$ cat src/rtl/fault_flag_pkg.sv
package fault_flag_pkg;
  typedef logic [15:0] tcode_t;

  function automatic logic thermal_next(input logic hot, input tcode_t t,
                                        input tcode_t set_th, input tcode_t clr_th);
    if (hot) return !(t <= clr_th);
    return (t >= set_th);
  endfunction

  function automatic logic current_fault(input logic on, input logic oc,
                                         input logic uc, input logic blank);
    return on && (oc || (uc && !blank));
  endfunction
endpackage

$ cat src/rtl/sync_bank.sv
module sync_bank #(
  parameter int WIDTH  = 2,
  parameter int STAGES = 2
) (
  input  logic             clk,
  input  logic             rst_n,
  input  logic [WIDTH-1:0] d,
  output logic [WIDTH-1:0] q
);
  for (genvar b = 0; b < WIDTH; b++) begin : g_bit
    logic [STAGES-1:0] chain;
    always_ff @(posedge clk or negedge rst_n) begin
      if (!rst_n) chain <= '0;
      else        chain <= {chain[STAGES-2:0], d[b]};
    end
    assign q[b] = chain[STAGES-1];
  end
endmodule

$ cat src/rtl/blank_timer.sv
module blank_timer #(
  parameter int BLANK_CYC = 250
) (
  input  logic clk,
  input  logic rst_n,
  input  logic out_on,
  output logic blank
);
  localparam int CW = (BLANK_CYC > 1) ? $clog2(BLANK_CYC) : 1;

  if (BLANK_CYC == 0) begin : g_none
    assign blank = 1'b0;
  end else begin : g_cnt
    logic          on_q;
    logic [CW-1:0] cnt;
    logic          rise;
    assign rise = out_on && !on_q;
    always_ff @(posedge clk or negedge rst_n) begin
      if (!rst_n) begin
        on_q <= 1'b0;
        cnt  <= '0;
      end else begin
        on_q <= out_on;
        if (!out_on)         cnt <= '0;
        else if (rise)       cnt <= CW'(BLANK_CYC - 1);
        else if (cnt != '0)  cnt <= cnt - 1'b1;
      end
    end
    assign blank = rise || (cnt != '0);
  end
endmodule

$ cat src/rtl/thermal_latch.sv
module thermal_latch
  import fault_flag_pkg::*;
#(
  parameter int TEMP_W   = 8,
  parameter int TEMP_SET = 165,
  parameter int TEMP_CLR = 150
) (
  input  logic              clk,
  input  logic              rst_n,
  input  logic [TEMP_W-1:0] temp_code,
  output logic              hot
);
  localparam tcode_t SET_TH = tcode_t'(TEMP_SET);
  localparam tcode_t CLR_TH = tcode_t'(TEMP_CLR);

  always_ff @(posedge clk or negedge rst_n) begin
    if (!rst_n) hot <= 1'b0;
    else        hot <= thermal_next(hot, tcode_t'(temp_code), SET_TH, CLR_TH);
  end
endmodule

$ cat src/rtl/fault_flag_unit.sv
module fault_flag_unit
  import fault_flag_pkg::*;
#(
  parameter int TEMP_W      = 8,
  parameter int TEMP_SET    = 165,
  parameter int TEMP_CLR    = 150,
  parameter int BLANK_CYC   = 250,
  parameter int SYNC_STAGES = 2
) (
  input  logic              clk,
  input  logic              rst_n,
  input  logic              out_on,
  input  logic              oc_raw,
  input  logic              uc_raw,
  input  logic [TEMP_W-1:0] temp_code,
  output logic              fault_n,
  output logic              therm_shdn
);
  logic [1:0] cmp_s;
  logic       oc_s, uc_s, blank, cur_flt, hot;

  sync_bank #(.WIDTH(2), .STAGES(SYNC_STAGES)) u_sync (
    .clk(clk), .rst_n(rst_n), .d({oc_raw, uc_raw}), .q(cmp_s)
  );
  assign oc_s = cmp_s[1];
  assign uc_s = cmp_s[0];

  blank_timer #(.BLANK_CYC(BLANK_CYC)) u_blank (
    .clk(clk), .rst_n(rst_n), .out_on(out_on), .blank(blank)
  );

  thermal_latch #(.TEMP_W(TEMP_W), .TEMP_SET(TEMP_SET), .TEMP_CLR(TEMP_CLR)) u_therm (
    .clk(clk), .rst_n(rst_n), .temp_code(temp_code), .hot(hot)
  );

  assign cur_flt    = current_fault(out_on, oc_s, uc_s, blank);
  assign therm_shdn = hot;

  always_ff @(posedge clk or negedge rst_n) begin
    if (!rst_n) fault_n <= 1'b1;
    else        fault_n <= !(cur_flt || hot);
  end
endmodule

$ cat config.mk
export PLATFORM = sky130hd
export DESIGN_NAME = fault_flag_unit
export DESIGN_NICKNAME = d
export VERILOG_FILES = /design/src/rtl/fault_flag_pkg.sv /design/src/rtl/sync_bank.sv /design/src/rtl/blank_timer.sv /design/src/rtl/thermal_latch.sv /design/src/rtl/fault_flag_unit.sv
export SDC_FILE = /design/constraint.sdc
export NUM_CORES = 1
export LEC_CHECK = 0
export BUFFER_PORTS_ARGS = -buffer_cell sky130_fd_sc_hd__buf_4
export CAP_MARGIN = 25
export CORE_MARGIN = 1
export CORE_UTILIZATION = 45
export DETAILED_ROUTE_END_ITERATION = 10
export GPL_ROUTABILITY_DRIVEN = 0
export HOLD_SLACK_MARGIN = 0.1
export PLACE_DENSITY = 0.81
export SLEW_MARGIN = 30
export SYNTH_ARGS = -nofsm -noshare
export SYNTH_HDL_FRONTEND = slang
export SYNTH_HIERARCHICAL = 1
export SYNTH_SLANG_ARGS = --single-unit
$ cat constraint.sdc
create_clock -name clk -period 1.62 [get_ports clk]
set_input_delay 0.081 -clock clk [delete_from_list [all_inputs] [get_ports clk]]
set_output_delay 0.081 -clock clk [all_outputs]
set_load 0.01 [all_outputs]
==> metrics.sh, run 1 <==
STD_CELL_ROWS=14
WORST_R2R_ENDPOINT='u_blank/g_cnt.cnt[7]'
CLK_LATENCY_WORST_SKEW_PAIR_NS=0.28
FINAL_MAX_SLEW_VIOL_COUNT=0
FP.DIEH_UM=43.6
WORSTHOLDPATHTYPE='primary input to async pin'
SYNTH.TOP_CELLS.BY_AREA='sky130_fd_sc_hd__dfrtp_1, sky130_fd_sc_hd__dfstp_2, sky130_fd_sc_hd__inv_1, sky130_fd_sc_hd__a21oi_1, sky130_fd_sc_hd__ha_1'
SYNTH_MOST_COMMON_CELL='sky130_fd_sc_hd__dfrtp_1'
YS_TOP_CELLS_BY_COUNT='sky130_fd_sc_hd__dfrtp_1, sky130_fd_sc_hd__inv_1, sky130_fd_sc_hd__a21oi_1, sky130_fd_sc_hd__buf_4, sky130_fd_sc_hd__nor4_1'
PLACEABLECOREAREA_MM2=0.00156
SYNTH-MAIN-FF-CELL='sky130_fd_sc_hd__dfrtp_1'
DETAILED_PLACE_HPWL_MM=1.24
VIOLATIONS='design-rule violations'
SETUP_SKEW_NS=0.00151
GRT_UTIL_MET1=0.289
BUFFER_PORTS.INSERTED=14
CLK_PIN_SLEW_WORST_PATHS_NS=0.08
RATIO_OF_ROUTED_VIAS_TO_STANDARD_CELLS=5.95
VIAS=720
WORST_R2R_SETUP_SLACK_NS=0.004
GRT_PASS1_VIAS=702
FIRSTDRTPASSITERS=7
CLOCK-ROOT-BUFFER='sky130_fd_sc_hd__clkbuf_4'
POWER_DENSITY_mW_PER_MM2=821
WORSTSETUPPATHTYPE='flop to flop'
DRC=1
WORSTSETUPSTARTPOINTTYPE='flop'
FRACTION_OF_THE_YOSYS_AREA_TAKEN_BY_SEQUENTIAL_CELLS=0.483
TOTAL_LEAKAGE_POWER_nW=0.479
PEAKVDDDROP_uV=570
CTS_HTREE_LEVELS=1
END_KIND='flop'
NET-SWITCHING-POWER_W=0.000240
OUTCOME='finished with violations'
GLOBAL_ROUTE.USAGE.MET2=0.325
WIRE_PER_INST_UM=14.4
SYNTHESIS.INSTANCES=74
SYN_AREA_PER_CELL_UM2=10.5
NUMBER_OF_ANTENNA_VIOLATIONS_AT_THE_FIRST_CHECK_IN_GLOBAL_ROUTING=0
DRV.MAX_CAP_VIOLATION_COUNT=0
SYNTH.CELL_AREA_UM2=779
DIE-WIDTH_UM=43.6
LAYOUT_MIN_CYCLE_TIME_NS=1.62
RATIO_OF_CELLS_WITH_DRIVE_ABOVE_1_IN_THE_FINAL_LAYOUT=0.352
CRITPATHARRIVALTIME_NS=1.82
MAXCLOCKFREQUENCY_GHz=0.619
FRACTION_OF_THE_CORE_AREA_COVERED_BY_CELLS_AT_THE_END_OF_THE_FLOW=0.677
GRT_UTIL_MET3=0.0625
DIE_AREA_MM2=0.00190
SHARE_CLK_OF_TOTAL_POWER=0.240
WIRELENGTH_MM=1.74
SYNTHESIZED_NETS=89
MIN_PERIOD_OVER_PERIOD=0.998
R2R_START='u_blank/g_cnt.cnt[0]'
SETUP_REPAIR_AFTER_GLOBAL_ROUTING_MISSED_ITS_MARGIN='true'
ROUTE.ANTENNA.REMAINING_NETS=0
NETS=121
N_FILL_CELL=113
YS_WARN_COUNT=6
WORST_SLEW_MARGIN_REL=0.697
SWITCHING_SHARE=0.276
GROUTE.USAGE.OVERALL=0.221
YOSYS_REGISTER_BITS=15
YOSYSTOPAREACELL='sky130_fd_sc_hd__dfrtp_1'
SYNTH_CELL_TYPES=39
FLOORPLAN.IO_PINS=15
COUNT_OF_CELLS_ALONG_THE_WORST_REGISTER_TO_REGISTER_PATH=3
INITIAL_UTILIZATION=0.500
CLOCK_TREE.BUFFER_DEPTH=2
POWER.COMBINATIONAL.FRACTION=0.267
SYNTH_TOP_AREA_SHARE=0.449
GRT_START_MAX_NET_PINS=16
CELL_INTERNAL_PWR_W=0.000627
AREAGROWTHSYNTHTOFINISH_PCT=35.3
CLKSINKCOUNT=15
CTS_BUFFERS=3
GRT_REMAINING_OVERFLOW=0
DETAILEDROUTE.FIRSTITERATIONVIOLATIONS=20
CRITPATHMAXFANOUT=4
SYNTH_ENABLE_FLOP_CELLS=0
TIMING.FINAL.HOLD_VIOLATIONS=0
CLOCK_TREE_FROM_TRITONCTS='built'
PORTION_OF_TOTAL_POWER_ATTRIBUTED_TO_SEQUENTIAL_CELLS=0.493
GLOBALROUTE.BUSIESTLAYER='met2'
WIRE_LENGTH_OF_THE_FIRST_GLOBAL_ROUTING_PASS_MM=2.99
ANTENNADIODECOUNT=0
CP_DATA_REQUIRED_TIME_NS=1.83
NUMBER_OF_ENDPOINTS_FAILING_SETUP_AT_THE_FINAL_STAGE=0
DESIGN_POWER_TOTAL_W=0.000866
ASYNCSETRESETFLOPFRACSYNTH=1.00
HOLD_WS_NS=0.191
TIGHTESTPINTRANSITION_NS=0.451
==> worst max path at each step <==
stage,slack (ns),end,from
3_5_place_dp,-0.0002,u_blank/g_cnt.cnt[7],u_blank/g_cnt.cnt[0]
2_1_floorplan,-0.02,fault_n,u_blank/g_cnt.cnt[2]
6_report,0.004,u_blank/g_cnt.cnt[7],u_blank/g_cnt.cnt[0]
4_1_cts,0.01,u_blank/g_cnt.cnt[7],u_blank/g_cnt.cnt[0]
5_1_grt,-0.07,u_blank/g_cnt.cnt[7],u_blank/g_cnt.cnt[0]
3_3_place_gp,0.05,u_blank/g_cnt.cnt[7],u_blank/g_cnt.cnt[0]
==> timing repair <==
action	in CTS	in global routing
pin swaps	0	1
resized for setup	0	2
endpoints found under the hold margin	23	0
setup endpoints to repair	3	8
hold buffers	6	0
setup buffers	2	2
==> kinds of logic (layout without fill, tap and decap cells) <==
group           after synthesis  in the layout  synth area share
buf+inv                      13             44            0.0787
flops                        15             15             0.483
compound gates               25             25             0.242
simple gates                 19             19             0.164
fa+ha+maj                     2              2            0.0321
==> placed cells by master, fill, tap and decap left out, types with 2 or more instances in the layout <==
cell	instances
sky130_fd_sc_hd__ha_1	2
sky130_fd_sc_hd__buf_4	27
sky130_fd_sc_hd__o21ai_1	2
sky130_fd_sc_hd__a31oi_1	2
sky130_fd_sc_hd__a21oi_1	5
sky130_fd_sc_hd__nor4_1	3
sky130_fd_sc_hd__dlygate4sd3_1	6
sky130_fd_sc_hd__clkbuf_4	3
sky130_fd_sc_hd__or4_1	2
sky130_fd_sc_hd__inv_1	7
sky130_fd_sc_hd__nand2b_1	2
sky130_fd_sc_hd__dfrtp_1	13
sky130_fd_sc_hd__or3_1	2
==> state kept, by name, indices dropped and copies added (netlist names) <==
register,cells
u_blank/g_cnt.cnt,8
u_sync/g_bit.chain,4
fault_n,1
u_blank/g_cnt.on_q,1
u_therm/hot,1
==> metal layers <==
metal	vias to the layer above	wire length [um]
li1	339	-
met1	359	886
met2	18	765
met3	4	51
met4	0	36
met5	-	0
==> stage by stage <==
stage	setup WS (ns)	instance area (um^2)	TNS, ns	cells
after floorplan	-0.0175	786	-0.0175	74
after global placement	0.0506	937	0	107
after detailed placement	-0.000160	937	-0.000160	107
after CTS	0.0148	1040	0	119
after global routing	-0.0662	1050	-0.221	121
final	0.00367	1050	0	121
==> worst max-delay path, cell delays in order (launching register included) <==
cell and delay, ns:
sky130_fd_sc_hd__dfrtp_1 0.42, sky130_fd_sc_hd__or4_1 0.53, sky130_fd_sc_hd__or4_1 0.42, sky130_fd_sc_hd__a31oi_1 0.18
==> cell type report <==
cell class | instances | area [um^2] | share of cell area
flip-flops and latches | 15 | 378 | 0.358
multi-input cells | 46 | 342 | 0.324
well taps | 16 | 20.0 | 0.0190
clock buffers | 4 | 26.3 | 0.0249
repair buffers | 33 | 263 | 0.249
inverters | 7 | 26.3 | 0.0249
==> power by group through the flow <==
stage	clock network [W]	registers [W]	logic, W
after global routing	0.000244	0.000431	0.000254
after floorplan	0	0.000432	0.000115
after detailed placement	0	0.000435	0.000201
final	0.000208	0.000427	0.000232
after global placement	0	0.000433	0.000196
after CTS	0.000217	0.000426	0.000221
Power figures use the tool's default switching activity.
==> run 2: changes to the inputs <==
- ABC_AREA: default -> 1
- PLACE_DENSITY: 0.81 -> 0.8
- SKIP_LAST_GASP: default -> 1
==> metrics.sh, run 2 <==
OUTCOME='completed'
CLK_LATENCY_WORST_SKEW_PAIR_NS=0.28  # about the same
WORST_SLEW_MARGIN_REL=0.851  # +0.155
GRT_PASS1_VIAS=633  # -9.8%
STD_CELL_ROWS=14  # unchanged
SYNTH_ENABLE_FLOP_CELLS=0  # unchanged
SYNTH_TOP_AREA_SHARE=0.435  # -0.0140
WIRE_LENGTH_OF_THE_FIRST_GLOBAL_ROUTING_PASS_MM=2.68  # -10%
BUFFER_PORTS.INSERTED=14  # unchanged
YS_TOP_CELLS_BY_COUNT='sky130_fd_sc_hd__nand2_1, sky130_fd_sc_hd__dfrtp_1, sky130_fd_sc_hd__inv_1, sky130_fd_sc_hd__nor2_1, sky130_fd_sc_hd__nand2_2'
LARGEST_REGISTER_FFS=8  # unchanged
SYNTH.CELL_AREA_UM2=805  # +3.2%
PORTION_OF_TOTAL_POWER_ATTRIBUTED_TO_SEQUENTIAL_CELLS=0.475  # -0.018
FINAL_MAX_SLEW_VIOL_COUNT=0  # unchanged
PLACEABLECOREAREA_MM2=0.00159  # +2.2%
CRITPATHARRIVALTIME_NS=1.69  # -0.13 ns
WORSTPATHBUFFERINVERTERCOUNT=1  # +1
POSTCTSSETUPBUFFERS=0  # -2
END_KIND='flop'
DRC=0  # -1
CLOCK_TREE.BUFFER_DEPTH=2  # unchanged
ASYNCSETRESETFLOPFRACSYNTH=1.00  # unchanged
YOSYS_REGISTER_BITS=15  # unchanged
SYNTHESIZED_NETS=118  # +33%
CPPEAKSTAGEDELAY_NS=0.56  # +0.03 ns
DETAILED_PLACE_HPWL_MM=1.12  # -9.6%
FLOORPLAN.IO_PINS=15  # unchanged
VIAS=696  # -3.3%
INITIAL_UTILIZATION=0.505  # +0.00471
DRV.MAX_CAP_VIOLATION_COUNT=0  # unchanged
NET-SWITCHING-POWER_W=0.000312  # +30%
WORSTHOLDPATHTYPE='primary input to async pin'
ROUTE.ANTENNA.REMAINING_NETS=0  # unchanged
DIE_AREA_MM2=0.00196  # +3.0%
TIGHTESTPINTRANSITION_NS=0.223  # -0.228 ns
CLOCK-ROOT-BUFFER='sky130_fd_sc_hd__clkbuf_4'
YS_WARN_COUNT=6  # unchanged
CRITPATHMAXFANOUT=4  # unchanged
PATH_DELAY_FAMILY='buffers and inverters'
SETUP_REPAIR_AFTER_GLOBAL_ROUTING_MISSED_ITS_MARGIN='false'
LAYOUT_MIN_CYCLE_TIME_NS=1.52  # -0.0968 ns
GRT_START_MAX_NET_PINS=16  # unchanged
FP.DIEH_UM=44.3  # +1.5%
CELL_INTERNAL_PWR_W=0.000620  # -1.1%
STDCELL_AREA_MM2=0.00101  # -4.0%
YOSYSTOPAREACELL='sky130_fd_sc_hd__dfrtp_1'
POWER_DENSITY_mW_PER_MM2=921  # +12%
FIRSTDRTPASSITERS=4  # -3
WIRE_PER_INST_UM=10.2  # -29%
SYNTH-MAIN-FF-CELL='sky130_fd_sc_hd__dfrtp_1'
SETUP_SKEW_NS=0.00106  # -0.000448 ns
FRACTION_OF_THE_YOSYS_AREA_TAKEN_BY_SEQUENTIAL_CELLS=0.468  # -0.0150
CLKSINKCOUNT=15  # unchanged
CTS_BUFFERS=3  # unchanged
POWER.COMBINATIONAL.FRACTION=0.303  # +0.036
SWITCHING_SHARE=0.335  # +0.0582
DETAILEDROUTE.FIRSTITERATIONVIOLATIONS=21  # +5.0%
SYNTHESIS.INSTANCES=103  # +39%
RATIO_OF_CELLS_WITH_DRIVE_ABOVE_1_IN_THE_FINAL_LAYOUT=0.296  # -0.0564
DESIGN_POWER_TOTAL_W=0.000932  # +7.6%
GROUTE.USAGE.OVERALL=0.191  # -0.0301
DIE-WIDTH_UM=44.3  # +1.5%
TIMING.FINAL.HOLD_VIOLATIONS=0  # unchanged
AREAGROWTHSYNTHTOFINISH_PCT=25.8
WORSTSETUPPATHTYPE='flop to flop'
NUMBER_OF_ANTENNA_VIOLATIONS_AT_THE_FIRST_CHECK_IN_GLOBAL_ROUTING=0  # unchanged
CPMAXSTAGEDELAYCELL='sky130_fd_sc_hd__dlygate4sd3_1'
ANTENNADIODECOUNT=0  # unchanged
FINAL_CELL_MIX='sky130_fd_sc_hd__nand2_1, sky130_fd_sc_hd__inv_1, sky130_fd_sc_hd__buf_4, sky130_fd_sc_hd__dfrtp_1, sky130_fd_sc_hd__nor2_1'
CRIT_PATH_CELL_TRACE='o21ai_0 > nand2_1 > nor2_1 > a21oi_1 > dlygate4sd3_1'
WORSTSETUPSTARTPOINTTYPE='flop'
REG.LARGEST.LIST='u_blank/g_cnt.cnt x8, u_sync/g_bit.chain x4'
TOTAL_LEAKAGE_POWER_nW=0.541  # +13%
SYNTH_MOST_COMMON_CELL='sky130_fd_sc_hd__nand2_1'
NUMBER_OF_ENDPOINTS_FAILING_SETUP_AT_THE_FINAL_STAGE=0  # unchanged
SYN_AREA_PER_CELL_UM2=7.81  # -26%
SYNTH_CELL_TYPES=19  # -51%
MIN_PERIOD_OVER_PERIOD=0.938  # -0.0598
CLK_PIN_SLEW_WORST_PATHS_NS=0.08  # about the same
PLACE_AREA_UM2=925  # -1.3%
PEAKVDDDROP_uV=518  # -9.1%
CP_DATA_REQUIRED_TIME_NS=1.79  # -0.04 ns
REGISTERS.TOP_BY_FF_COUNT='u_blank/g_cnt.cnt'
CTS_HTREE_LEVELS=1  # unchanged
SETUP-TNS-FINAL_NS=0  # unchanged
NETS=141  # +17%
CLOCK_TREE_FROM_TRITONCTS='built'
RATIO_OF_ROUTED_VIAS_TO_STANDARD_CELLS=4.67  # -21%
GRT_REMAINING_OVERFLOW=0  # unchanged
LAYOUT.CELLS.MOST_COMMON='sky130_fd_sc_hd__nand2_1'
WIRELENGTH_MM=1.52  # -13%
SHARE_CLK_OF_TOTAL_POWER=0.221  # -0.019
SYNTH.TOP_CELLS.BY_AREA='sky130_fd_sc_hd__dfrtp_1, sky130_fd_sc_hd__nand2_1, sky130_fd_sc_hd__inv_1, sky130_fd_sc_hd__nand2_2, sky130_fd_sc_hd__nor2_1'
MAXCLOCKFREQUENCY_GHz=0.658  # +6.4%
## run 2: metal layers
metal  global-route usage  vias to the layer above  part of all wire
li1                     -                      355                 -
met1                0.257                      311              0.47
met2                0.297                       30              0.48
met3               0.0735                        0             0.057
met4               0.0364                        0                 0
met5                    0                        -                 0
## run 2: final timing paths
kind | depth (start not counted) | to | slack, ns | startpoint
min | 2 | u_blank/g_cnt.cnt[1] | 0.18 | rst_n
min in group clk | 0 | u_sync/g_bit[0].chain[1] | 0.35 | u_sync/g_bit[0].chain[0]
min reg2reg | 0 | u_sync/g_bit[0].chain[1] | 0.35 | u_sync/g_bit[0].chain[0]
max | 5 | u_therm/hot | 0.10 | u_therm/hot
max in group asynchronous | 2 | fault_n | 1.20 | rst_n
max reg2reg | 5 | u_therm/hot | 0.10 | u_therm/hot
## run 2: cell type report
| type | instances | area (um^2) |
|---|---|---|
| clock inverters | 1 | 5.00 |
| flip-flops and latches | 15 | 377 |
| fillers | 146 | 582 |
| repair buffers | 20 | 165 |
| clock buffers | 3 | 22.5 |
| well taps | 24 | 30.0 |
| inverters | 19 | 71.3 |
| multi-input cells | 67 | 342 |
## run 2: per-stage QoR
step | util | cells | setup WS (ns) | hold WS, ns
after detailed placement | 0.580 | 139 | 0.336 | -0.0553
after global placement | 0.580 | 139 | 0.389 | -0.0581
final | 0.635 | 149 | 0.101 | 0.181
after CTS | 0.635 | 149 | 0.139 | 0.175
after floorplan | - | 103 | 0.425 | -0.215
after global routing | 0.635 | 149 | 0.0241 | 0.189
## run 2: cells by family after synthesis
group,share of synthesized area
AOI/OAI and AO/OA,0.0949
adders and majority gates,0.0311
buffers and inverters,0.107
DFF,0.468
and+or+nand+nor,0.299
## run 2: repair_timing
item                      CTS  global route
hold buffers                6             0
gates resized for setup     0             0
hold endpoints to repair   21             0
## run 2: power by group through the flow
stage / logic, W / registers [W] / clock network (W)
floorplan: 0.000195 / 0.000447 / 0
global placement: 0.000261 / 0.000448 / 0
detailed placement: 0.000267 / 0.000450 / 0
CTS: 0.000281 / 0.000443 / 0.000218
global route: 0.000322 / 0.000448 / 0.000234
finish: 0.000283 / 0.000443 / 0.000206
==> run 3: changes to the inputs <==
- PLACE_DENSITY: 0.8 -> 0.69
- SKIP_LAST_GASP: 1 -> default
==> metrics.sh, run 3 (same netlist as run 2, synthesis figures left out) <==
OUTCOME='completed'
CLOCK-ROOT-BUFFER='sky130_fd_sc_hd__clkbuf_4'
MULTIINPUTGATEAREA_UM2=342  # unchanged
N_FILL_CELL=144  # -1.4%
WIRE_LENGTH_OF_THE_FIRST_GLOBAL_ROUTING_PASS_MM=2.57  # -3.9%
NUMBER_OF_ANTENNA_VIOLATIONS_AT_THE_FIRST_CHECK_IN_GLOBAL_ROUTING=0  # unchanged
SETUP_REPAIR_AFTER_GLOBAL_ROUTING_MISSED_ITS_MARGIN='false'
WORSTSETUPSTARTPOINTTYPE='flop'
SEQ_AREA_UM2=377  # unchanged
FP.DIEH_UM=44.3  # unchanged
CRITPATHARRIVALTIME_NS=1.63  # -0.06 ns
MAXCLOCKFREQUENCY_GHz=0.686  # +4.3%
R2R_START='u_therm/hot'
DESIGN_POWER_TOTAL_W=0.000936  # +0.42%
ROUTE.ANTENNA.REMAINING_NETS=0  # unchanged
GROUTE.USAGE.OVERALL=0.184  # -0.00734
SETUP-TNS-FINAL_NS=0  # unchanged
CTS_BUFFERS=3  # unchanged
FINAL_MAX_SLEW_VIOL_COUNT=0  # unchanged
TIMING.FINAL.HOLD_VIOLATIONS=0  # unchanged
SETUP_SKEW_NS=0.00302  # +0.00196 ns
STD_CELL_ROWS=14  # unchanged
CRITPATHMAXFANOUT=4  # unchanged
CRIT_PATH_CELL_TRACE='o21ai_0 > nand2_1 > nor2_1 > a21oi_1 > dlygate4sd3_1'
CLKSINKCOUNT=15  # unchanged
NUMBER_OF_ENDPOINTS_FAILING_SETUP_AT_THE_FINAL_STAGE=0  # unchanged
POWER_DENSITY_mW_PER_MM2=925  # +0.42%
CLK_PIN_SLEW_WORST_PATHS_NS=0.09  # about the same
GRT_START_MAX_NET_PINS=16  # unchanged
CPPEAKSTAGEDELAY_NS=0.55  # about the same
WIRELENGTH_MM=1.43  # -5.9%
DETAILED_PLACE_HPWL_MM=1.10  # -1.7%
MIN_PERIOD_OVER_PERIOD=0.900  # -0.0383
DRV.MAX_CAP_VIOLATION_COUNT=0  # unchanged
FIRSTDRTPASSITERS=4  # unchanged
CP_DATA_REQUIRED_TIME_NS=1.79  # about the same
CTS_HTREE_LEVELS=1  # unchanged
FLOORPLAN.IO_PINS=15  # unchanged
REG.LARGEST.LIST='u_blank/g_cnt.cnt x8, u_sync/g_bit.chain x4'
ANTENNADIODECOUNT=0  # unchanged
CLOCK_TREE_FROM_TRITONCTS='built'
PEAKVDDDROP_uV=669  # +29%
INITIAL_UTILIZATION=0.505  # unchanged
WORST_R2R_SETUP_SLACK_NS=0.16  # +0.06 ns
TOTAL_LEAKAGE_POWER_nW=0.541  # unchanged
RATIO_OF_ROUTED_VIAS_TO_STANDARD_CELLS=4.62  # -1.0%
STDCELL_AREA_MM2=0.00101  # unchanged
WORST_R2R_ENDPOINT='u_therm/hot'
LAYOUT.CELLS.MOST_COMMON='sky130_fd_sc_hd__nand2_1'
COUNT_OF_CELLS_ALONG_THE_WORST_REGISTER_TO_REGISTER_PATH=5  # unchanged
WORSTHOLDPATHTYPE='primary input to async pin'
GRT_REMAINING_OVERFLOW=0  # unchanged
TIGHTESTPINTRANSITION_NS=0.240  # +0.0173 ns
BUFFER_PORTS.INSERTED=14  # unchanged
WIRE_PER_INST_UM=9.59  # -5.9%
DETAILEDROUTE.FIRSTITERATIONVIOLATIONS=12  # -43%
LAYOUT_MIN_CYCLE_TIME_NS=1.46  # -0.0621 ns
FIN_CELLS=149  # unchanged
PLACEDCELLCOUNT=139  # unchanged
RATIO_OF_CELLS_WITH_DRIVE_ABOVE_1_IN_THE_FINAL_LAYOUT=0.296  # unchanged
FRACTION_OF_THE_CORE_AREA_COVERED_BY_CELLS_AT_THE_END_OF_THE_FLOW=0.635  # unchanged
CPMAXSTAGEDELAYCELL='sky130_fd_sc_hd__dlygate4sd3_1'
END_KIND='flop'
VIAS=689  # -1.0%
REGISTERS.TOP_BY_FF_COUNT='u_blank/g_cnt.cnt'
FINAL_CELL_MIX='sky130_fd_sc_hd__nand2_1, sky130_fd_sc_hd__inv_1, sky130_fd_sc_hd__buf_4, sky130_fd_sc_hd__dfrtp_1, sky130_fd_sc_hd__nor2_1'
WORSTSETUPPATHTYPE='flop to flop'
PLACE_AREA_UM2=925  # unchanged
NETS=141  # unchanged
LARGEST_REGISTER_FFS=8  # unchanged
CLK_LATENCY_WORST_SKEW_PAIR_NS=0.28  # about the same
GRT_PASS1_VIAS=640  # +1.1%
DIE-WIDTH_UM=44.3  # unchanged
CLOCK_TREE.BUFFER_DEPTH=2  # unchanged
AREAGROWTHSYNTHTOFINISH_PCT=25.8  # unchanged
DRC=0  # unchanged
WORST_SLEW_MARGIN_REL=0.840  # -0.0115
DIE_AREA_MM2=0.00196  # unchanged
PLACEABLECOREAREA_MM2=0.00159  # unchanged
run 3: cell counts in the layout (fill, tap and decap cells not counted):
Identical to the previous run, type by type.
run 3: critical path: cells and delay by family, from the launching register on:
kind | cells | cell delay, ns
buffers and inverters | 1 | 0.55
AO/OA/AOI/OAI | 2 | 0.21
AND/OR/NAND/NOR | 2 | 0.15
flip-flops | 1 | 0.43
run 3: metal layers:
| layer | GRT usage | up-vias | share of wire |
|---|---|---|---|
| met5 | 0 | - | 0 |
| met4 | 0.109 | 0 | 0.0056 |
| met3 | 0.0245 | 2 | 0.056 |
| met2 | 0.285 | 22 | 0.46 |
| met1 | 0.247 | 307 | 0.48 |
| li1 | - | 358 | - |
run 3: area by class of cell:
cell class | instances | share of cell area
clock buffers | 3 | 0.0222
multi-input cells | 67 | 0.337
inverters | 19 | 0.0705
repair buffers | 20 | 0.163
flip-flops and latches | 15 | 0.372
clock inverters | 1 | 0.00494
well taps | 24 | 0.0297
run 3: power breakdown:
group          switching [W]  internal, W  leakage [nW]
Clock               0.000123    0.0000916        0.0177
Sequential         0.0000280     0.000414         0.185
Combinational       0.000165     0.000115         0.338
Total               0.000316     0.000620         0.541
run 3: worst max-delay path by stage:
stage,from,endpoint,depth (start not counted)
after floorplan,u_blank/g_cnt.cnt[0],u_blank/g_cnt.cnt[5],7
after global placement,u_blank/g_cnt.cnt[0],u_blank/g_cnt.cnt[5],7
after detailed placement,u_blank/g_cnt.cnt[0],u_blank/g_cnt.cnt[5],7
after CTS,u_therm/hot,u_therm/hot,5
after global routing,u_therm/hot,u_therm/hot,7
final,u_therm/hot,u_therm/hot,5
run 3: metrics by stage:
step                      hold slack [ns]  setup WS [ns]
after global routing                0.197         0.0475
after CTS                           0.180          0.155
after global placement            -0.0559          0.377
after detailed placement          -0.0564          0.334
after floorplan                    -0.215          0.425
final                               0.179          0.163
run 3: repair_timing:
action / 4_1_cts / 5_1_grt
hold endpoints to repair: 21 / 0
setup buffers: 0 / 0
gates resized for setup: 0 / 0
hold buffers: 6 / 0
endpoints found under the setup margin: 0 / 0
